File: src/rtl/psum_pkg.sv
// Package psum_pkg
// Shared phase encoding for the prefix-sum sequencer.
// Assumes nothing beyond the controller stepping phases in order.
package psum_pkg;
    typedef enum logic [2:0] {
        PH_IDLE,
        PH_COPY,
        PH_SHIFT,
        PH_MASK,
        PH_ADD,
        PH_STORE
    } phase_t;
endpackage

File: src/rtl/psum_ctrl.sv
// Module psum_ctrl
// Sequences the prefix-sum rounds: one pass of copy, shift, mask and add
// for each round, then a store phase. The round counter runs from 0 up to
// LOG-1. Assumes LOG >= 1.
module psum_ctrl
    import psum_pkg::*;
#(
    parameter int LOG = 3,
    parameter int SW  = 2
) (
    input  logic          clk,
    input  logic          rst_n,
    input  logic          start,
    output phase_t        phase,
    output logic [SW-1:0] step,
    output logic          load,
    output logic          busy
);
    localparam logic [SW-1:0] LAST = SW'(LOG - 1);

    // Phase and round register: walks the fixed schedule once per accepted start
    always_ff @(posedge clk) begin
        if (!rst_n) begin
            phase <= PH_IDLE;
            step  <= '0;
        end else begin
            case (phase)
                PH_IDLE: begin
                    if (start) begin
                        phase <= PH_COPY;
                        step  <= '0;
                    end
                end
                PH_COPY:  phase <= PH_SHIFT;
                PH_SHIFT: phase <= PH_MASK;
                PH_MASK:  phase <= PH_ADD;
                PH_ADD: begin
                    if (step == LAST) begin
                        phase <= PH_STORE;
                    end else begin
                        step  <= step + 1'b1;
                        phase <= PH_COPY;
                    end
                end
                PH_STORE: phase <= PH_IDLE;
                default:  phase <= PH_IDLE;
            endcase
        end
    end

    // Load strobe and busy flag derived from the phase
    assign load = start && (phase == PH_IDLE);
    assign busy = (phase != PH_IDLE);
endmodule

File: src/rtl/psum_route.sv
// Module psum_route
// Combinational shift network for the routing registers. Lane k receives
// lane k - 2^step. Lanes below 2^step receive zero, because values that
// leave the array are dropped, not wrapped. Assumes N is a power of two.
module psum_route #(
    parameter int N   = 8,
    parameter int W   = 16,
    parameter int LOG = 3,
    parameter int SW  = 2
) (
    input  logic [N-1:0][W-1:0] rr_q,
    input  logic [SW-1:0]       step,
    output logic [N-1:0][W-1:0] rr_shift
);
    localparam int DEPTH = 1 << SW;

    for (genvar k = 0; k < N; k++) begin : g_lane
        logic [DEPTH-1:0][W-1:0] cand;
        // Candidate source for each possible distance; out-of-array gives zero
        for (genvar s = 0; s < DEPTH; s++) begin : g_dist
            if (s < LOG && k >= (1 << s)) begin : g_src
                assign cand[s] = rr_q[k - (1 << s)];
            end else begin : g_edge
                assign cand[s] = '0;
            end
        end
        // Select the distance of the current round
        assign rr_shift[k] = cand[step];
    end
endmodule

File: src/rtl/psum_lane.sv
// Module psum_lane
// One processing lane: accumulator, routing register and enable bit.
// The copy and shift phases act whatever the enable. The mask phase turns
// the lane off when its index is below 2^step. The add phase only updates
// enabled lanes.
module psum_lane
    import psum_pkg::*;
#(
    parameter int W   = 16,
    parameter int IDX = 0,
    parameter int SW  = 2
) (
    input  logic          clk,
    input  logic          rst_n,
    input  phase_t        phase,
    input  logic [SW-1:0] step,
    input  logic          load,
    input  logic [W-1:0]  load_val,
    input  logic [W-1:0]  shift_in,
    output logic [W-1:0]  acc,
    output logic [W-1:0]  rr
);
    logic en_q;

    // Lane state update according to the current phase
    always_ff @(posedge clk) begin
        if (!rst_n) begin
            acc  <= '0;
            rr   <= '0;
            en_q <= 1'b1;
        end else begin
            case (phase)
                PH_IDLE: begin
                    if (load) begin
                        acc  <= load_val;
                        en_q <= 1'b1;
                    end
                end
                PH_COPY:  rr   <= acc;
                PH_SHIFT: rr   <= shift_in;
                PH_MASK:  en_q <= ((IDX >> step) != 0);
                PH_ADD: begin
                    if (en_q) acc <= acc + rr;
                end
                PH_STORE: en_q <= 1'b1;
                default: ;
            endcase
        end
    end
endmodule

File: src/rtl/psum_seq.sv
// Module psum_seq (top)
// Parallel prefix sum by recursive doubling over N lanes in log2(N) rounds
// of four cycles each, followed by a store cycle that registers the
// results and pulses done. Assumes N is a power of two and N >= 2.
module psum_seq
    import psum_pkg::*;
#(
    parameter int N = 8,
    parameter int W = 16
) (
    input  logic           clk,
    input  logic           rst_n,
    input  logic           start,
    input  logic [N*W-1:0] in_data,
    output logic           busy,
    output logic           done,
    output logic [N*W-1:0] sum_data
);
    localparam int LOG = $clog2(N);
    localparam int SW  = (LOG > 1) ? $clog2(LOG) : 1;

    phase_t               phase;
    logic [SW-1:0]        step;
    logic                 load;
    logic [N-1:0][W-1:0]  acc;
    logic [N-1:0][W-1:0]  rr;
    logic [N-1:0][W-1:0]  rr_shift;
    logic [N*W-1:0]       sum_q;
    logic                 done_q;

    psum_ctrl #(.LOG(LOG), .SW(SW)) u_ctrl (
        .clk   (clk),
        .rst_n (rst_n),
        .start (start),
        .phase (phase),
        .step  (step),
        .load  (load),
        .busy  (busy)
    );

    psum_route #(.N(N), .W(W), .LOG(LOG), .SW(SW)) u_route (
        .rr_q     (rr),
        .step     (step),
        .rr_shift (rr_shift)
    );

    for (genvar k = 0; k < N; k++) begin : g_lanes
        psum_lane #(.W(W), .IDX(k), .SW(SW)) u_lane (
            .clk      (clk),
            .rst_n    (rst_n),
            .phase    (phase),
            .step     (step),
            .load     (load),
            .load_val (in_data[k*W +: W]),
            .shift_in (rr_shift[k]),
            .acc      (acc[k]),
            .rr       (rr[k])
        );
    end

    // Output capture and completion pulse at the store phase
    always_ff @(posedge clk) begin
        if (!rst_n) begin
            sum_q  <= '0;
            done_q <= 1'b0;
        end else begin
            done_q <= (phase == PH_STORE);
            if (phase == PH_STORE) sum_q <= acc;
        end
    end

    assign done     = done_q;
    assign sum_data = sum_q;
endmodule

File: config.mk
export PLATFORM = sky130hd
export DESIGN_NAME = psum_seq
export DESIGN_NICKNAME = d
export VERILOG_FILES = /design/src/rtl/psum_pkg.sv /design/src/rtl/psum_ctrl.sv /design/src/rtl/psum_route.sv /design/src/rtl/psum_lane.sv /design/src/rtl/psum_seq.sv
export SDC_FILE = /design/constraint.sdc
export NUM_CORES = 1
export LEC_CHECK = 0
export BUFFER_PORTS_ARGS = -buffer_cell sky130_fd_sc_hd__buf_2
export CAP_MARGIN = 40
export CORE_MARGIN = 2
export CORE_UTILIZATION = 51
export DETAILED_ROUTE_END_ITERATION = 6
export GPL_TIMING_DRIVEN = 0
export PLACE_DENSITY = 0.73
export SLEW_MARGIN = 20
export SYNTH_ARGS = -nofsm -noshare
export SYNTH_HDL_FRONTEND = slang
export SYNTH_SLANG_ARGS = --single-unit
File: constraint.sdc
create_clock -name clk -period 2.93 [get_ports clk]
set_input_delay 0.879 -clock clk [delete_from_list [all_inputs] [get_ports clk]]
set_output_delay 0.879 -clock clk [all_outputs]
set_load 0.05 [all_outputs]
# Word-level counts from Yosys, hierarchy flattened
# Cells that the tools add are included.
op_classes:
  n_reduce_logical: 24
  n_lt_le_gt_ge: 1
  n_mux: 63
  add_sub_neg: 9
  eq_ne: 17
  shifts: 8
op_table:
  columns: ["op", "count"]
  rows:
  - ["$pmux 16 s2", 16]
  - ["$mux 16", 24]
  - ["$bmux 16 s2", 8]
  - ["$reduce_bool 32->1", 8]
  - ["$add 16x16->16", 8]
  - ["$shr 3x2->32 const A", 4]
  - ["$shr 1x2->32 const A", 2]
  - ["$shr 2x2->32 const A", 2]
  - ["$reduce_and 3->1", 9]
  - ["$pmux 1 s3", 8]
  - ["$ne 2x1->1 const B", 9]
  - ["$pmux 3 s5", 1]
  - ["$eq 3x2->1 const B", 2]
  - ["$eq 3x3->1 const B", 2]
  - ["$mux 3", 2]
  - ["$reduce_bool 3->1", 2]
  - ["$mux 2", 2]
  - ["$ne 2x2->1 const B", 2]
  - ["$pmux 2 s2", 1]
  - ["$reduce_bool 2->1", 2]
  - ["$eq 3x1->1 const B", 1]
  - ["$logic_not 3->1", 1]
  - ["$lt 2x3->1 const B", 1]
  - ["$add 2x1->2 const B", 1]
  - ["other kinds (4)", 4]
totals:
  regBits: 398
  output_inout_bits: 130

# Longest topological paths before layout
depth:
  ltp_word: 4
  depth_mapped: 10
  ltp_nobuf: 10

# Modules after synthesis
# Synthesis repeated with hierarchy kept, for this count alone.
unflattened:
  hier_cells: 3158
  hier_area_um2: 26540.5
by_module_without_submodules:
  columns: ["module", "area_per_inst_um2", "cells_per_inst", "n_inst"]
  rows:
  - ["psum_lane (g_lanes[4].u_lane ...)", 2361.0, 286, 4]
  - ["psum_seq", 5187.5, 559, 1]
  - ["psum_lane (g_lanes[3].u_lane)", 2427.3, 291, 1]
  - ["psum_lane (g_lanes[0].u_lane)", 2321.0, 270, 1]
  - ["psum_lane (g_lanes[1].u_lane)", 2314.7, 279, 1]
  - ["psum_lane (g_lanes[2].u_lane)", 2311.0, 278, 1]
  - ["psum_route", 2260.9, 308, 1]
  - ["psum_ctrl", 274.0, 29, 1]

# Worst setup path after synthesis
# No wires, ideal clock.
synth_path:
  kind: "register to register"
  start: "reg g_lanes[1].u_lane.acc[0]"
  end: "reg g_lanes[1].u_lane.acc[12]"
  path_buffers: 0
  t_arrival_ns: 2.522
  path_stages_with_launch: 11
  setup_ns: 0.091
  slack_ns: 0.317
  required_time_ns: 2.839
  path_cell_list: "dfxtp_1 > ha_1 > fa_1 > a21o_1 > a21oi_1 > o21ai_1 > a41oi_1 > nor2b_1 > o21ai_0 > mux2_2 > a311oi_1"
synth_between:
  elab_chain_len: 3
synth_rtl:
  columns: ["element", "line", "text"]
  rows:
  - ["from (decl)", "psum_lane.sv:20", "output logic [W-1:0] acc,"]
  - ["from (signal assigned)", "psum_lane.sv:35", "acc <= load_val;"]
  - ["from (signal assigned)", "psum_lane.sv:43", "if (en_q) acc <= acc + rr;"]
  - ["$add 16x16->16", "psum_lane.sv:43", null]
  - ["$mux 16", "psum_lane.sv:43", null]
  - ["$pmux 16 s2", "psum_lane.sv:32", "case (phase)"]
# Every way passes these cells. The select of a mux whose other input is x is not followed.
# A chain may end at the register's enable or synchronous reset.

# Worst setup path in the final report
layout_path:
  start: "reg g_lanes[0].u_lane.rr[2]"
  end: "reg g_lanes[0].u_lane.acc[12]"
layout_between:
  elab_chain_len: 3
layout_rtl:
  columns: ["element", "line", "text"]
  rows:
  - ["from (decl)", "psum_lane.sv:21", "output logic [W-1:0] rr"]
  - ["from (signal assigned)", "psum_lane.sv:40", "PH_SHIFT: rr <= shift_in;"]
  - ["$add 16x16->16", "psum_lane.sv:43", null]
  - ["$mux 16", "psum_lane.sv:43", null]
  - ["$pmux 16 s2", "psum_lane.sv:32", null]
  - ["to (signal assigned)", "psum_lane.sv:35", null]
  - ["to (signal assigned)", "psum_lane.sv:43", null]
  - ["to (decl)", "psum_lane.sv:20", null]
# Every way passes these cells. The select of a mux whose other input is x is not followed.

==> results.cfg <==
[critical_path]
worstPathRequired_ps = 3420
critPathMaxStageDelay_ps = 680
crit_family = compound AO/OA/AOI/OAI gates
path_max_fanout = 5
critical_path_class = flip-flop to flip-flop
start_kind = flip-flop
crit_arrival_ps = 3410
cp_num_buf_inv = 0
cp_slowest_cell = dfxtp_1
cp-startpoint = g_lanes[0].u_lane.rr[2]
r2r_start = g_lanes[0].u_lane.rr[2]
path_cells = ha_1 > a21oi_2 > o21ai_1 > a2111oi_2 > o31ai_2 > a21o_1 > a21oi_1 > xor2_1 > a311oi_1
end_kind = flip-flop

[grt]
grt_pass1_wl_mm = 153
grt_overflow = 0
grt_pass1_vias = 23300
gr-usage-all-layers_pct = 44.5
antenna_found_initial = 6
grt_max_degree = 20

[timing]
final.setup.tns_ps = 0
fin_ws_ps = 3.76
slew_violations = 0
fmax_mhz = 342
tightest_slew_ps = 976
slew_headroom_pct = 35.0
finalHoldViolCount = 0
rsz0062_at_grt = yes
fin_crit_ps = 2930
fin_worst_skew_ps = 24.8
finalSetupViolCount = 0
post-route-period-util_pct = 99.9

[placed_design]
io_buffers = 260
dp_slack_ps = -484
dp_hpwl_mm = 82.8
dpl_cell_area_mm2 = 0.0251
gp_congestion = 1.06

[layout]
fin_nets = 3504
final_layout_size_suffix_gt1_share_pct = 14.5
design_area_mm2 = 0.0268
post-route-util_pct = 60.9
syn2layout_area_growth_pct = 18.3
final-seq-area_mm2 = 0.00792
final.fill_count = 4011
multi_input_comb_area_mm2 = 0.0139

[synthesis]
synth_flop_cell = dfxtp_1
synth_seq_cells = 395
synth_top_area_cell = dfxtp_1
syn-instance-count = 2899
synthTopCellsByArea = dfxtp_1, nand2_1, a21oi_1
syn-num-nets = 3162
seq_area_frac_synth_pct = 34.9
synth_cell_type_count = 71
yosysWarnings = 0
syn_area_mm2 = 0.0227
synth_area_per_cell_um2 = 7.82
synthArstFlopShare_pct = 0
yosysTopAreaCellShare_pct = 34.9
synth_edf_count = 0

[pwr]
pwr-share-clk_pct = 35.0
pwr-share-seq_pct = 40.1
combPwrFrac_pct = 25.0
p_leak_nw = 10.7
p_sw_mw = 6.00
power.density_mw_per_mm2 = 628
swShare_pct = 35.6
ir_drop_mv = 0.608
p_int_mw = 10.8
total_power_mw = 16.8

[clock_tree]
ctsHtreeMaxLevel = 2
clockRootBuffer = clkbuf_16
cts_buffer_depth = 3
numCtsBuffers = 44
cts.sinks = 395
cts.clk_slew.worst_paths_ps = 60
clk_latency_ps = 600
tritoncts = done

[floorplanning]
io_pins = 261
die-area_mm2 = 0.0461
core_area_mm2 = 0.0440
die_h_um = 215
start_util_pct = 51.5
fp-row-count = 77
die_w_um = 215

[worst_hold_path]
worstHoldStart = sum_data[89]
hold_path_class = flip-flop to flip-flop

[drt]
vias = 25200
totalWireLength_mm = 107
via_per_inst = 6.51
drc = 0
post_drt_wl_per_cell_um = 27.6
initialDrtViolationCount = 3242
antenna_left = 0
drt-pass1-iter-count = 6

[flow_run]
cap_violations = 0

[outcome]
status = finished clean
==> path summary, 6_finish.rpt <==
check | end | slack [ps] | cells after the start
min | sum_data[89] | 450 | 2
max | g_lanes[0].u_lane.acc[12] | 4 | 9
min reg2reg | sum_data[89] | 450 | 2
max reg2reg | g_lanes[0].u_lane.acc[12] | 4 | 9
==> power groups by stage <==
stage | logic (mW) | registers (mW) | clock network, mW
floorplan | 2.76 | 6.32 | 0
global placement | 3.80 | 6.78 | 0
detailed placement | 3.97 | 6.79 | 0
CTS | 4.00 | 6.67 | 5.85
global route | 4.50 | 6.73 | 6.08
finish | 4.20 | 6.74 | 5.89
==> worst reg2reg max path, delay by kind of cell, from the launching register on <==
family / cells / cell delay (ps)
compound gates: 7 / 1620
flops: 1 / 680
fa+ha+maj: 1 / 410
xor+xnor: 1 / 100
==> layout by cell type (no fill, tap or decap), drive strengths merged, types with 45 or more instances in the layout <==
| master | Yosys | final |
|---|---|---|
| a211oi | 79 | 79 |
| a21o | 50 | 50 |
| a21oi | 340 | 340 |
| a31oi | 45 | 45 |
| buf | 33 | 331 |
| clkbuf | 189 | 252 |
| dfxtp | 395 | 395 |
| ha | 124 | 124 |
| mux2i | 74 | 74 |
| nand2 | 512 | 512 |
| nor2 | 240 | 240 |
| nor3 | 115 | 115 |
| o211ai | 105 | 105 |
| o21ai | 124 | 124 |
| xnor2 | 61 | 61 |
==> cells in the mapped netlist, drive strengths merged (8+ instances only) <==
cell type / number
xnor2: 61
o221ai: 15
nand2: 512
and3: 14
nand4: 14
ha: 124
a221oi: 21
a311oi: 40
o21a: 14
a22o: 17
fa: 8
nand2b: 15
a2111oi: 9
nor2b: 25
clkbuf: 189
mux2i: 74
a21o: 50
xor2: 29
a221o: 16
dfxtp: 395
inv: 22
nand3: 30
a21oi: 340
a211oi: 79
o31ai: 10
o21ai: 124
a31oi: 45
mux2: 20
or3: 10
o21bai: 15
o211ai: 105
nor2: 240
buf: 33
nor3: 115
==> sequential cells by signal (all words and copies together), names as in the netlist <==
name	count
g_lanes.u_lane.rr	128
g_lanes.u_lane.en_q	5
done	1
u_ctrl.step	2
sum_data	128
u_ctrl.phase	3
g_lanes.u_lane.acc	128
==> cell families (layout without fill, tap and decap cells) <==
logic type               after synthesis  count (layout)  share of synthesized area (%)
flip-flops                           395             395                           34.9
multiplexers                          94              94                           4.26
other                                  0               7                              0
AND/OR/NAND/NOR                     1005            1005                           18.8
adder cells (fa/ha/maj)              132             132                           7.55
buffers and inverters                247             621                           4.18
XOR/XNOR                              90              90                           3.48
AO/OA/AOI/OAI                        936             936                           26.8
==> routing by layer <==
metal / part of all wire [%] / global-route usage (%) / vias up
li1: - / - / 11200
met1: 39 / 58.1 / 11900
met2: 41 / 65.8 / 1689
met3: 13 / 11.9 / 391
met4: 6.7 / 26.2 / 10
met5: 0.053 / 0 / -
==> cell type report <==
class | count | area share, %
multi-input combinational | 2257 | 51.9
sequential | 395 | 29.5
timing repair buffer | 298 | 6.51
clock buffer | 65 | 4.96
buffer | 220 | 3.27
tap | 592 | 2.76
clock inverter | 13 | 0.644
inverter | 25 | 0.350
antenna | 7 | 0.0653
==> through the flow <==
stage	cells	hold WS (ps)
global placement	3751	434
global route	3868	470
CTS	3858	452
finish	3872	451
detailed placement	3780	440
floorplan	2899	422
==> timing repair <==
action	CTS	global route
buffers inserted	1	3
pin swaps	1	6
endpoints found under the setup margin	62	43
gates resized for setup	13	36
hold buffers	0	0
Note: power is estimated with default switching activity, not from simulation.
